$ cat src/rtl/buddy_pkg.sv
package buddy_pkg;

   typedef enum logic [1:0] {
      ST_IDLE  = 2'd0,
      ST_FIND  = 2'd1,
      ST_SPLIT = 2'd2,
      ST_MERGE = 2'd3
   } buddy_state_e;

   // bit position of order k's first block in a flat map whose top order is top_ord
   function automatic int order_offset(input int top_ord, input int k);
      return (1 << (top_ord + 1)) - (1 << (top_ord + 1 - k));
   endfunction

endpackage

$ cat src/rtl/buddy_order_calc.sv
module buddy_order_calc #(
   parameter int ORDERS  = 5,
   parameter int MIN_LOG = 6,
   parameter int SW      = 11,
   parameter int OW      = 3
) (
   input  logic [SW-1:0] size_i,
   output logic [OW-1:0] need_order_o,
   output logic          too_big_o
);
   logic [SW-1:0] limit;

   always_comb begin
      too_big_o    = 1'b1;
      need_order_o = '0;
      limit        = '0;
      for (int k = ORDERS - 1; k >= 0; k--) begin
         limit = '0;
         limit[MIN_LOG + k] = 1'b1;
         if (size_i <= limit) begin
            need_order_o = OW'(k);
            too_big_o    = 1'b0;
         end
      end
   end
endmodule

$ cat src/rtl/buddy_free_map.sv
module buddy_free_map #(
   parameter int ORDERS = 5,
   parameter int OW     = 3,
   parameter int IW     = 4,
   parameter int NBITS  = 31
) (
   input  logic                          clk,
   input  logic                          rst_n,
   input  logic                          set_en,
   input  logic [OW-1:0]                 set_order,
   input  logic [IW-1:0]                 set_idx,
   input  logic                          clr_en,
   input  logic [OW-1:0]                 clr_order,
   input  logic [IW-1:0]                 clr_idx,
   input  logic [OW-1:0]                 q_order,
   input  logic [IW-1:0]                 q_idx,
   output logic                          q_free,
   output logic [ORDERS-1:0]             any_free,
   output logic [ORDERS-1:0][IW-1:0]     low_idx,
   output logic [NBITS-1:0]              bits_o
);
   localparam int TOP = ORDERS - 1;
   localparam int PW  = $clog2(NBITS);

   logic [NBITS-1:0] bits;
   logic [PW-1:0]    set_pos, clr_pos, q_pos;

   always_comb begin
      set_pos = PW'(buddy_pkg::order_offset(TOP, int'(set_order)) + int'(set_idx));
      clr_pos = PW'(buddy_pkg::order_offset(TOP, int'(clr_order)) + int'(clr_idx));
      q_pos   = PW'(buddy_pkg::order_offset(TOP, int'(q_order)) + int'(q_idx));
   end

   assign q_free = bits[q_pos];
   assign bits_o = bits;

   always_ff @(posedge clk or negedge rst_n) begin
      if (!rst_n) begin
         bits <= NBITS'(1) << (NBITS - 1);
      end else begin
         if (set_en) bits[set_pos] <= 1'b1;
         if (clr_en) bits[clr_pos] <= 1'b0;
      end
   end

   for (genvar g = 0; g < ORDERS; g++) begin : g_order
      localparam int NB  = 1 << (TOP - g);
      localparam int OFF = (1 << (TOP + 1)) - (1 << (TOP + 1 - g));
      logic [NB-1:0] slice;
      assign slice       = bits[OFF +: NB];
      assign any_free[g] = |slice;
      always_comb begin
         low_idx[g] = '0;
         for (int i = NB - 1; i >= 0; i--) begin
            if (slice[i]) low_idx[g] = IW'(i);
         end
      end
   end

   assert_no_same_bit_R5: assert property (@(posedge clk) disable iff (!rst_n)
      (set_en && clr_en) |-> (set_pos != clr_pos));
   assert_take_only_free_R4: assert property (@(posedge clk) disable iff (!rst_n)
      clr_en |-> bits[clr_pos]);
   assert_release_used_R8: assert property (@(posedge clk) disable iff (!rst_n)
      set_en |-> !bits[set_pos]);
endmodule

$ cat src/rtl/buddy_ctrl.sv
module buddy_ctrl #(
   parameter int AW        = 10,
   parameter int MIN_LOG   = 6,
   parameter int MIN_UNITS = 64,
   parameter int ORDERS    = 5,
   parameter int OW        = 3,
   parameter int IW        = 4,
   parameter int SW        = 11
) (
   input  logic                      clk,
   input  logic                      rst_n,
   input  logic                      alloc_req,
   input  logic [SW-1:0]             alloc_size,
   input  logic                      free_req,
   input  logic [AW-1:0]             free_base,
   input  logic [OW-1:0]             free_order,
   input  logic [OW-1:0]             need_order,
   input  logic                      too_big,
   input  logic [ORDERS-1:0]         any_free,
   input  logic [ORDERS-1:0][IW-1:0] low_idx,
   input  logic                      q_free,
   output logic [OW-1:0]             q_order,
   output logic [IW-1:0]             q_idx,
   output logic                      set_en,
   output logic [OW-1:0]             set_order,
   output logic [IW-1:0]             set_idx,
   output logic                      clr_en,
   output logic [OW-1:0]             clr_order,
   output logic [IW-1:0]             clr_idx,
   output logic                      alloc_done,
   output logic                      alloc_fail,
   output logic [AW-1:0]             alloc_base,
   output logic [OW-1:0]             alloc_order,
   output logic                      free_done,
   output logic                      busy
);
   import buddy_pkg::*;
   localparam int TOP = ORDERS - 1;

   buddy_state_e  state;
   logic [OW-1:0] cur_order, tgt_order, pick_order;
   logic [IW-1:0] cur_idx, pick_idx, half_idx;
   logic [SW-1:0] req_size_r;
   logic          too_big_r, pick_found, can_merge;

   function automatic logic [AW-1:0] base_of(input logic [IW-1:0] idx,
                                             input logic [OW-1:0] ord);
      return AW'({idx, {MIN_LOG{1'b0}}}) << ord;
   endfunction

   assign busy      = (state != ST_IDLE);
   assign half_idx  = (cur_idx << 1) | IW'(1);
   assign can_merge = (cur_order != OW'(TOP)) && q_free;

   always_comb begin
      pick_found = 1'b0;
      pick_order = '0;
      for (int k = TOP; k >= 0; k--) begin
         if ((OW'(k) >= tgt_order) && any_free[k]) begin
            pick_found = 1'b1;
            pick_order = OW'(k);
         end
      end
      pick_idx = low_idx[pick_order];
   end

   always_comb begin
      q_order   = cur_order;
      q_idx     = cur_idx ^ IW'(1);
      set_en    = 1'b0;
      set_order = cur_order;
      set_idx   = cur_idx;
      clr_en    = 1'b0;
      clr_order = cur_order;
      clr_idx   = cur_idx;
      case (state)
         ST_FIND: begin
            if (pick_found && !too_big_r) begin
               clr_en    = 1'b1;
               clr_order = pick_order;
               clr_idx   = pick_idx;
            end
         end
         ST_SPLIT: begin
            set_en    = 1'b1;
            set_order = cur_order - 1'b1;
            set_idx   = half_idx;
         end
         ST_MERGE: begin
            if (can_merge) begin
               clr_en  = 1'b1;
               clr_idx = cur_idx ^ IW'(1);
            end else begin
               set_en = 1'b1;
            end
         end
         default: ;
      endcase
   end

   always_ff @(posedge clk or negedge rst_n) begin
      if (!rst_n) begin
         state       <= ST_IDLE;
         cur_order   <= '0;
         cur_idx     <= '0;
         tgt_order   <= '0;
         too_big_r   <= 1'b0;
         req_size_r  <= '0;
         alloc_done  <= 1'b0;
         alloc_fail  <= 1'b0;
         alloc_base  <= '0;
         alloc_order <= '0;
         free_done   <= 1'b0;
      end else begin
         alloc_done <= 1'b0;
         free_done  <= 1'b0;
         case (state)
            ST_IDLE: begin
               if (alloc_req) begin
                  tgt_order  <= need_order;
                  too_big_r  <= too_big;
                  req_size_r <= alloc_size;
                  state      <= ST_FIND;
               end else if (free_req) begin
                  cur_order <= free_order;
                  cur_idx   <= IW'(free_base >> (MIN_LOG + int'(free_order)));
                  state     <= ST_MERGE;
               end
            end
            ST_FIND: begin
               if (!pick_found || too_big_r) begin
                  alloc_done <= 1'b1;
                  alloc_fail <= 1'b1;
                  state      <= ST_IDLE;
               end else if (pick_order == tgt_order) begin
                  alloc_done  <= 1'b1;
                  alloc_fail  <= 1'b0;
                  alloc_base  <= base_of(pick_idx, pick_order);
                  alloc_order <= pick_order;
                  state       <= ST_IDLE;
               end else begin
                  cur_order <= pick_order;
                  cur_idx   <= pick_idx;
                  state     <= ST_SPLIT;
               end
            end
            ST_SPLIT: begin
               cur_order <= cur_order - 1'b1;
               cur_idx   <= cur_idx << 1;
               if (cur_order - 1'b1 == tgt_order) begin
                  alloc_done  <= 1'b1;
                  alloc_fail  <= 1'b0;
                  alloc_base  <= base_of(cur_idx << 1, cur_order - 1'b1);
                  alloc_order <= cur_order - 1'b1;
                  state       <= ST_IDLE;
               end
            end
            ST_MERGE: begin
               if (can_merge) begin
                  cur_order <= cur_order + 1'b1;
                  cur_idx   <= cur_idx >> 1;
               end else begin
                  free_done <= 1'b1;
                  state     <= ST_IDLE;
               end
            end
            default: state <= ST_IDLE;
         endcase
      end
   end

   logic [SW-1:0] grant_size;
   assign grant_size = SW'(MIN_UNITS) << alloc_order;

   assert_grant_fits_R2: assert property (@(posedge clk) disable iff (!rst_n)
      (alloc_done && !alloc_fail) |->
         (grant_size >= req_size_r) && ((alloc_order == '0) || ((grant_size >> 1) < req_size_r)));
   assert_base_aligned_R3: assert property (@(posedge clk) disable iff (!rst_n)
      (alloc_done && !alloc_fail) |-> ((alloc_base & (grant_size[AW-1:0] - 1'b1)) == '0));
   assert_split_one_step_R5: assert property (@(posedge clk) disable iff (!rst_n)
      (state == ST_SPLIT) |=> (cur_order == $past(cur_order) - 1'b1));
   assert_done_exclusive_R10: assert property (@(posedge clk) disable iff (!rst_n)
      !(alloc_done && free_done));
   assert_done_ends_busy_R10: assert property (@(posedge clk) disable iff (!rst_n)
      (alloc_done || free_done) |-> !busy);
endmodule

$ cat src/rtl/buddy_allocator.sv
module buddy_allocator #(
   parameter int REGION_UNITS = 1024,
   parameter int MIN_UNITS    = 64,
   localparam int AW      = $clog2(REGION_UNITS),
   localparam int MIN_LOG = $clog2(MIN_UNITS),
   localparam int ORDERS  = AW - MIN_LOG + 1,
   localparam int OW      = $clog2(ORDERS),
   localparam int SW      = AW + 1
) (
   input  logic          clk,
   input  logic          rst_n,
   input  logic          alloc_req,
   input  logic [SW-1:0] alloc_size,
   input  logic          free_req,
   input  logic [AW-1:0] free_base,
   input  logic [OW-1:0] free_order,
   output logic          alloc_done,
   output logic          alloc_fail,
   output logic [AW-1:0] alloc_base,
   output logic [OW-1:0] alloc_order,
   output logic          free_done,
   output logic          busy
);
   localparam int TOP   = ORDERS - 1;
   localparam int IW    = TOP;
   localparam int NBITS = (1 << ORDERS) - 1;

   if (REGION_UNITS != (1 << AW)) begin : g_bad_region
      $error("REGION_UNITS must be a power of two");
   end
   if (MIN_UNITS != (1 << MIN_LOG) || MIN_UNITS < 2) begin : g_bad_min
      $error("MIN_UNITS must be a power of two of at least 2");
   end
   if (ORDERS < 3) begin : g_bad_orders
      $error("region must hold at least three orders");
   end

   logic [OW-1:0]             need_order, q_order, set_order, clr_order;
   logic                      too_big, q_free, set_en, clr_en;
   logic [IW-1:0]             q_idx, set_idx, clr_idx;
   logic [ORDERS-1:0]         any_free;
   logic [ORDERS-1:0][IW-1:0] low_idx;
   logic [NBITS-1:0]          map_bits;

   buddy_order_calc #(.ORDERS(ORDERS), .MIN_LOG(MIN_LOG), .SW(SW), .OW(OW)) u_calc (
      .size_i       (alloc_size),
      .need_order_o (need_order),
      .too_big_o    (too_big)
   );

   buddy_free_map #(.ORDERS(ORDERS), .OW(OW), .IW(IW), .NBITS(NBITS)) u_map (
      .clk       (clk),
      .rst_n     (rst_n),
      .set_en    (set_en),
      .set_order (set_order),
      .set_idx   (set_idx),
      .clr_en    (clr_en),
      .clr_order (clr_order),
      .clr_idx   (clr_idx),
      .q_order   (q_order),
      .q_idx     (q_idx),
      .q_free    (q_free),
      .any_free  (any_free),
      .low_idx   (low_idx),
      .bits_o    (map_bits)
   );

   buddy_ctrl #(.AW(AW), .MIN_LOG(MIN_LOG), .MIN_UNITS(MIN_UNITS), .ORDERS(ORDERS),
                .OW(OW), .IW(IW), .SW(SW)) u_ctrl (
      .clk         (clk),
      .rst_n       (rst_n),
      .alloc_req   (alloc_req),
      .alloc_size  (alloc_size),
      .free_req    (free_req),
      .free_base   (free_base),
      .free_order  (free_order),
      .need_order  (need_order),
      .too_big     (too_big),
      .any_free    (any_free),
      .low_idx     (low_idx),
      .q_free      (q_free),
      .q_order     (q_order),
      .q_idx       (q_idx),
      .set_en      (set_en),
      .set_order   (set_order),
      .set_idx     (set_idx),
      .clr_en      (clr_en),
      .clr_order   (clr_order),
      .clr_idx     (clr_idx),
      .alloc_done  (alloc_done),
      .alloc_fail  (alloc_fail),
      .alloc_base  (alloc_base),
      .alloc_order (alloc_order),
      .free_done   (free_done),
      .busy        (busy)
   );

   assert_fail_keeps_map_R7: assert property (@(posedge clk) disable iff (!rst_n)
      (alloc_done && alloc_fail) |-> (map_bits == $past(map_bits)));
   assert_single_top_block_R1: assert property (@(posedge clk) disable iff (!rst_n)
      map_bits[NBITS-1] |-> (map_bits[NBITS-2:0] == '0));
endmodule

$ cat config.mk
export PLATFORM = sky130hd
export DESIGN_NAME = buddy_allocator
export DESIGN_NICKNAME = d
export VERILOG_FILES = /design/src/rtl/buddy_pkg.sv /design/src/rtl/buddy_order_calc.sv /design/src/rtl/buddy_free_map.sv /design/src/rtl/buddy_ctrl.sv /design/src/rtl/buddy_allocator.sv
export SDC_FILE = /design/constraint.sdc
export NUM_CORES = 1
export LEC_CHECK = 0
export CORE_UTILIZATION = 57
export CTS_CLUSTER_DIAMETER = 30
export DETAILED_ROUTE_END_ITERATION = 7
export PLACE_DENSITY = 0.78
export SYNTH_ARGS = -nofsm -noshare
export SYNTH_HDL_FRONTEND = slang
export SYNTH_SLANG_ARGS = --single-unit
export TNS_END_PERCENT = 20
$ cat constraint.sdc
create_clock -name clk -period 7.1 [get_ports clk]
set_clock_uncertainty 0.1 [all_clocks]
set_input_delay 1.775 -clock clk [delete_from_list [all_inputs] [get_ports clk]]
set_output_delay 1.775 -clock clk [all_outputs]
set_load 0.1 [all_outputs]
== Word-level counts from Yosys, hierarchy flattened ==
Cells that the tools add are included.

* Add/sub/neg operators: 12
* Magnitude comparators: 16
* Eq/ne operators: 16
* Shift-type cells: 6
* Muxes and demuxes: 108
* Bitwise gates (word level): 4
* Reductions and logical operators: 24

{| class="wikitable"
|+ Operators with widths
! kind !! number
|-
| two-way mux 4 bit || 24
|-
| << shifter 1 x 32 -> 5 bit (first input constant) || 3
|-
| two-way mux 3 bit || 29
|-
| two-way mux 31 bit || 2
|-
| >> shifter 10 x 32 -> 4 bit || 1
|-
| AND 31 bit || 1
|-
| NOT 31 bit || 1
|-
| bitwise OR 31 bit || 1
|-
| two-way mux 10 bit || 3
|-
| two-way mux 1 bit || 26
|-
| two-way mux 2 bit || 10
|-
| case mux 10 bit (2 select lines) || 1
|-
| << shifter 10 x 3 -> 10 bit || 2
|-
| < comparator 5 x 6 -> 1 bit (second input constant) || 3
|-
| case mux 4 bit (4 select lines) || 1
|-
| OR reduction 16 bit || 1
|-
| adder 5 bit || 3
|-
| subtractor 1 x 5 -> 5 bit (first input constant) || 3
|-
| binary-select mux 4 bit (select 3 bit) || 1
|-
| case mux 3 bit (4 select lines) || 1
|-
| subtractor 3 x 3 -> 4 bit (first input constant) || 3
|-
| less-or-equal comparator 11 x 10 -> 1 bit (second input constant) || 1
|-
| less-or-equal comparator 11 bit (second input constant) || 1
|-
| less-or-equal comparator 11 x 7 -> 1 bit (second input constant) || 1
|-
| 36 further kinds || 63
|}

* Register bits: 60
* Input bits: 28
* Output and inout port bits: 17
* Word-level logic and storage cells: 197

== Depth between registers and ports, before layout ==
* Depth after elaboration: 28
* Depth in mapped cells: 23
* Gate-level depth less buffers: 21

== Cells and area by module ==
Synthesis repeated with hierarchy kept, for this count alone.

* Cells, all modules: 572
* Area total of the unflattened synthesis: 4,966.0 um^2

{| class="wikitable"
|+ By module, submodules not included
! module !! instances !! cells an instance !! area an instance (um^2) !! sequential area each (um^2)
|-
| buddy_free_map || 1 || 281 || 2,618.8 || 777.0
|-
| buddy_ctrl || 1 || 272 || 2,214.6 || 575.6
|-
| buddy_order_calc || 1 || 19 || 132.6 || 0.0
|}

== Least setup slack after synthesis ==
No wires, ideal clock.

* Path type: flip-flop to flip-flop
* From: register u_ctrl.cur_order[1], in the netlist u_ctrl.q_order[1]
* To: register u_map.bits[29], in the netlist u_map.bits_o[29]
* Library setup time: 0.126 ns
* Arrival: 5.120 ns
* Data required time: 6.874 ns
* Slack: 1.754 ns
* Cell stages (with the launch flop): 24
* Buffers on the path: 2
* Clock period less this slack: 5.346 ns
* Path through: dfrtp_1 ha_1 nor2b_1 and2_1 ha_1 inv_1 fa_1 buf_2 mux4_2 nor2b_1 a221oi_1 o21a_1 nor3_1 xor2_1 a222oi_1 ha_1 fa_1 inv_1 a21o_1 a21oi_1 xnor2_1 buf_4 nand3_1 o32a_1

* Cells in the longest elaborated chain, start to end: 17
* Elaborated cells between the ends (all ways): 41
* Classes of those cells: add/sub (10); order compare (4); eq/ne (1); shift (3); mux (17); bitwise (3); reduce/logical (3)

{| class="wikitable"
|+ RTL lines
! item !! line !! RTL
|-
| start, declared || buddy_ctrl.sv:41 || <nowiki>logic [OW-1:0] cur_order, tgt_order, pick_order;</nowiki>
|-
| start signal, assigned || buddy_ctrl.sv:125 || <nowiki>cur_order <= free_order;</nowiki>
|-
| start signal, assigned || buddy_ctrl.sv:142 || <nowiki>cur_order <= pick_order;</nowiki>
|-
| start signal, assigned || buddy_ctrl.sv:148 || <nowiki>cur_order <= cur_order - 1'b1;</nowiki>
|-
| subtractor 3 x 3 -> 4 bit || buddy_pkg.sv:12 || <nowiki>return (1 << (top_ord + 1)) - (1 << (top_ord + 1 - k));</nowiki>
|-
| << shifter 1 x 32 -> 5 bit || buddy_pkg.sv:12 ||
|-
| subtractor 1 x 5 -> 5 bit || buddy_pkg.sv:12 ||
|-
| adder 5 bit || buddy_free_map.sv:31 || <nowiki>q_pos = PW'(buddy_pkg::order_offset(TOP, int'(q_order)) + int'(q_idx));</nowiki>
|-
| binary-select mux 1 bit (select 5 bit) || buddy_free_map.sv:34 || <nowiki>assign q_free = bits[q_pos];</nowiki>
|-
| two-way mux 1 bit (not written as such) || buddy_free_map.sv:34 ||
|-
| logical AND 1 bit || buddy_ctrl.sv:53 || <nowiki>assign can_merge = (cur_order != OW'(TOP)) && q_free;</nowiki>
|-
| two-way mux 1 bit || buddy_ctrl.sv:90 || <nowiki>if (can_merge) begin</nowiki>
|-
| case mux 4 bit (2 select lines) || buddy_ctrl.sv:76 || <nowiki>case (state)</nowiki>
|-
| adder 5 bit || buddy_free_map.sv:30 || <nowiki>clr_pos = PW'(buddy_pkg::order_offset(TOP, int'(clr_order)) + int'(clr_idx));</nowiki>
|-
| < comparator 5 x 6 -> 1 bit (not written as such) / greater-or-equal comparator 5 x 1 -> 1 bit (equally long branches) || buddy_free_map.sv:42 || <nowiki>if (clr_en) bits[clr_pos] <= 1'b0;</nowiki>
|-
| logical AND 1 bit (not written as such) || buddy_free_map.sv:42 ||
|-
| two-way mux 1 bit (not written as such) || buddy_free_map.sv:42 ||
|-
| demux 1 bit (select 5 bit) || - ||
|-
| NOT 31 bit (no line) || - ||
|-
| AND 31 bit (no line) || - ||
|-
| two-way mux 31 bit (*) || buddy_free_map.sv:42 ||
|-
| end signal, assigned || buddy_free_map.sv:39 || <nowiki>bits <= NBITS'(1) << (NBITS - 1);</nowiki>
|-
| end, declared || buddy_free_map.sv:25 || <nowiki>logic [NBITS-1:0] bits;</nowiki>
|}

Mark *: on every way between the ends. The rest lies on a longest branch, timed or not. The select of a mux whose other input is x is not followed.
A chain may end at the register's enable or synchronous reset.

== Final worst setup path ==
* From: register u_ctrl.cur_order[2], in the netlist u_ctrl.q_order[2]
* To: register u_map.bits[25], in the netlist u_map.bits_o[25]

The elaborated chain is that of the path after synthesis.

==> results.sh <==
export IMPL_path_class="reg2reg"
export IMPL_max_slew_margin_rel=0.111
export IMPL_first_global_vias=4874
export IMPL_portBuffers=32
export IMPL_finalHoldViolations=0
export IMPL_cts_root_buf="clkbuf_8"
export IMPL_drcViolationCount=0
export IMPL_synth_edff_count=0
export IMPL_num_antenna_cells=0
export IMPL_yosysSeqAreaShare=0.260
export IMPL_period_minus_slack_ns=6.50
export IMPL_vias=4981
export IMPL_yosys_warnings=0
export IMPL_wl_per_cell_um=20.9
export IMPL_post_cts_buffers=0
export IMPL_crit_start="u_ctrl.q_order[2]$_DFFE_PN0P_"
export IMPL_fin_nets=675
export IMPL_slew_viol_final=0
export IMPL_cts_buffers=5
export IMPL_outcome="complete, no violations"
export IMPL_stdcell_count=729
export IMPL_synth_top_area_frac=0.255
export IMPL_critPathLaunchType="flop"
export IMPL_syn_to_final_growth_pct=8.29
export IMPL_worst_pin_slew_ns=1.32
export IMPL_cts_resized=0
export IMPL_gp_congestion=0.946
export IMPL_drt_pass1_iterations=5
export IMPL_place_hpwl_um=11400
export IMPL_max_freq_ghz=0.154
export IMPL_core_area_mm2=0.00876
export IMPL_synth_area_leaders="dfrtp_1, ha_1, a21oi_1"
export IMPL_pin_count=45
export IMPL_grt_overflow_total=0
export IMPL_grt_max_degree=55
export IMPL_fp_dieH_um=97.6
export IMPL_ys_flop_type="dfrtp_1"
export IMPL_clock_sinks=54
export IMPL_min_period_over_period=0.916
export IMPL_maxCapViolCount=0
export IMPL_rrSetupSlack_ns=0.60
export IMPL_crit_end="u_map.bits_o[25]$_DFF_PN0_"
export IMPL_synth_cell_types=87
export IMPL_post_route_util=0.643
export IMPL_end_kind="flop"
export IMPL_rows=34
export IMPL_syn_area_per_cell_um2=8.62
export IMPL_synth_most_common_cell="dfrtp_1"
export IMPL_dieArea_mm2=0.00952
export IMPL_antenna_found_initial=0
export IMPL_crit_arrival_ns=6.60
export IMPL_die_w_um=97.6
export IMPL_crit_fanout=12
export IMPL_reg2reg_to="u_map.bits_o[25]$_DFF_PN0_"
export IMPL_ctsHoldBuffers=0
export IMPL_async_reset_ff_frac=1.00
export IMPL_r2r_cells=21
export IMPL_clockBufferDepth=2
export IMPL_clkLatencyLatePin_ns=0.32
export IMPL_dp_cells=721
export IMPL_final_layout_size_suffix_gt1_frac=0.0998
export IMPL_drt_wl_total_um=15200
export IMPL_ant_nets=0
export IMPL_vias_per_cell=6.83
export IMPL_syn_area_mm2=0.00520
export IMPL_synth_area_leader_cell="dfrtp_1"
export IMPL_ys_ff_latch=54
export IMPL_hp_class="reg2reg"
export IMPL_rsz0062_at_grt="false"
export IMPL_grt_pass1_wl_um=24900
export IMPL_synthCells=604
export IMPL_tritoncts="done"
export IMPL_r2r_start="u_ctrl.q_order[2]$_DFFE_PN0P_"
export IMPL_setup_viol=0
export IMPL_drt_iter0_markers=504
export IMPL_crit_required_ns=7.20
export IMPL_tns_ns=0
export IMPL_worstHoldStart="u_ctrl.alloc_fail$_DFFE_PN0P_"
export IMPL_initial_core_util=0.594
export IMPL_path_clk_slew_ns=0.11
export IMPL_synthTopCellsByCount="dfrtp_1, nor2_1, a21oi_1"
export IMPL_htree_levels=2
export IMPL_grt_usage=0.329
final cells by class:
type	instances	area, um^2
clock buffer	6	72.6
sequential	54	1350
tap	108	135
fill	758	3130
clock inverter	2	15.0
timing repair buffer	35	338
multi-input combinational	488	3590
inverter	36	135
sequential cells by signal (all words and copies together) (netlist names):
register,flops
u_ctrl.state,2
u_ctrl.alloc_base,4
u_ctrl.alloc_order,3
u_ctrl.q_order,3
u_ctrl.too_big_r,1
u_map.bits_o,31
u_ctrl.free_done,1
u_ctrl.alloc_done,1
u_ctrl.alloc_fail,1
u_ctrl.tgt_order,3
u_ctrl.cur_idx,4
layer usage:
layer	GRT usage	vias to the layer above	wire [um]
met3	0.0604	28	1340
met5	0	-	0
met1	0.463	2403	6660
met2	0.508	251	6890
li1	-	2299	-
met4	0.113	0	325
cell usage in the layout, fill, tap and decap left out, types with 6 or more instances in the layout:
master,instances
a2bb2oi_1,9
a22oi_1,11
clkdlybuf4s50_1,31
mux2_2,6
or2_2,7
nand2_1,39
xnor2_1,11
o21ai_0,36
dfrtp_1,53
o21ai_1,6
nand2b_1,14
nor2_1,47
nand3_1,22
xor2_1,11
nor2b_1,10
a21oi_1,41
ha_1,24
mux2i_1,7
o31ai_1,6
a2111oi_0,6
nor3_1,21
o2111ai_1,6
inv_1,33
o22a_1,10
mux4_2,7
conb_1,6
o211ai_1,9
critical path, stage by stage (launching register included):
cell      delay (ns)
dfrtp_1         0.52
ha_1            0.35
nor2b_1         0.23
and2_1          0.17
ha_1            0.16
inv_1           0.06
fa_1            0.92
mux4_2          0.59
nor2b_1         0.17
a221oi_1        0.34
o21a_1          0.23
nor3_1          0.12
xor2_1          0.17
a222oi_1        0.11
ha_1            0.28
fa_1            0.44
inv_1           0.09
a21o_1          0.12
a21oi_1         0.09
xnor2_2         0.52
nand3_2         0.22
o32a_1          0.36
through the flow:
step | worst slack (ns) | area (um^2) | hold slack (ns)
after global placement | 0.485 | 5540 | 0.375
after CTS | 0.287 | 5630 | 0.410
after floorplan | 1.75 | 5220 | 0.364
after detailed placement | 0.357 | 5540 | 0.384
final | 0.597 | 5640 | 0.406
after global routing | 0.219 | 5640 | 0.416
how the worst min path moves through the flow:
stage | to | cells after the start
final | u_ctrl.alloc_fail$_DFFE_PN0P_ | 1
after CTS | u_ctrl.alloc_fail$_DFFE_PN0P_ | 1
after global routing | u_ctrl.alloc_fail$_DFFE_PN0P_ | 1
after detailed placement | u_ctrl.alloc_fail$_DFFE_PN0P_ | 1
after floorplan | u_ctrl.too_big_r$_DFFE_PN0P_ | 2
after global placement | u_ctrl.alloc_order[1]$_DFFE_PN0P_ | 1
kinds of logic (layout without fill, tap and decap cells):
kind of cell	after synthesis	count (layout)	share of synthesized area
AOI/OAI and AO/OA	203	203	0.290
and+or+nand+nor	203	203	0.213
buffers and inverters	67	79	0.0558
DFF	54	54	0.260
adders and majority gates	27	27	0.0692
muxes	26	26	0.0733
xor gates and xnor gates	23	23	0.0387
other	1	6	0.000720
Power is not shown: default switching activity piles up to over one toggle a cycle in this logic, so the estimate is an artifact.
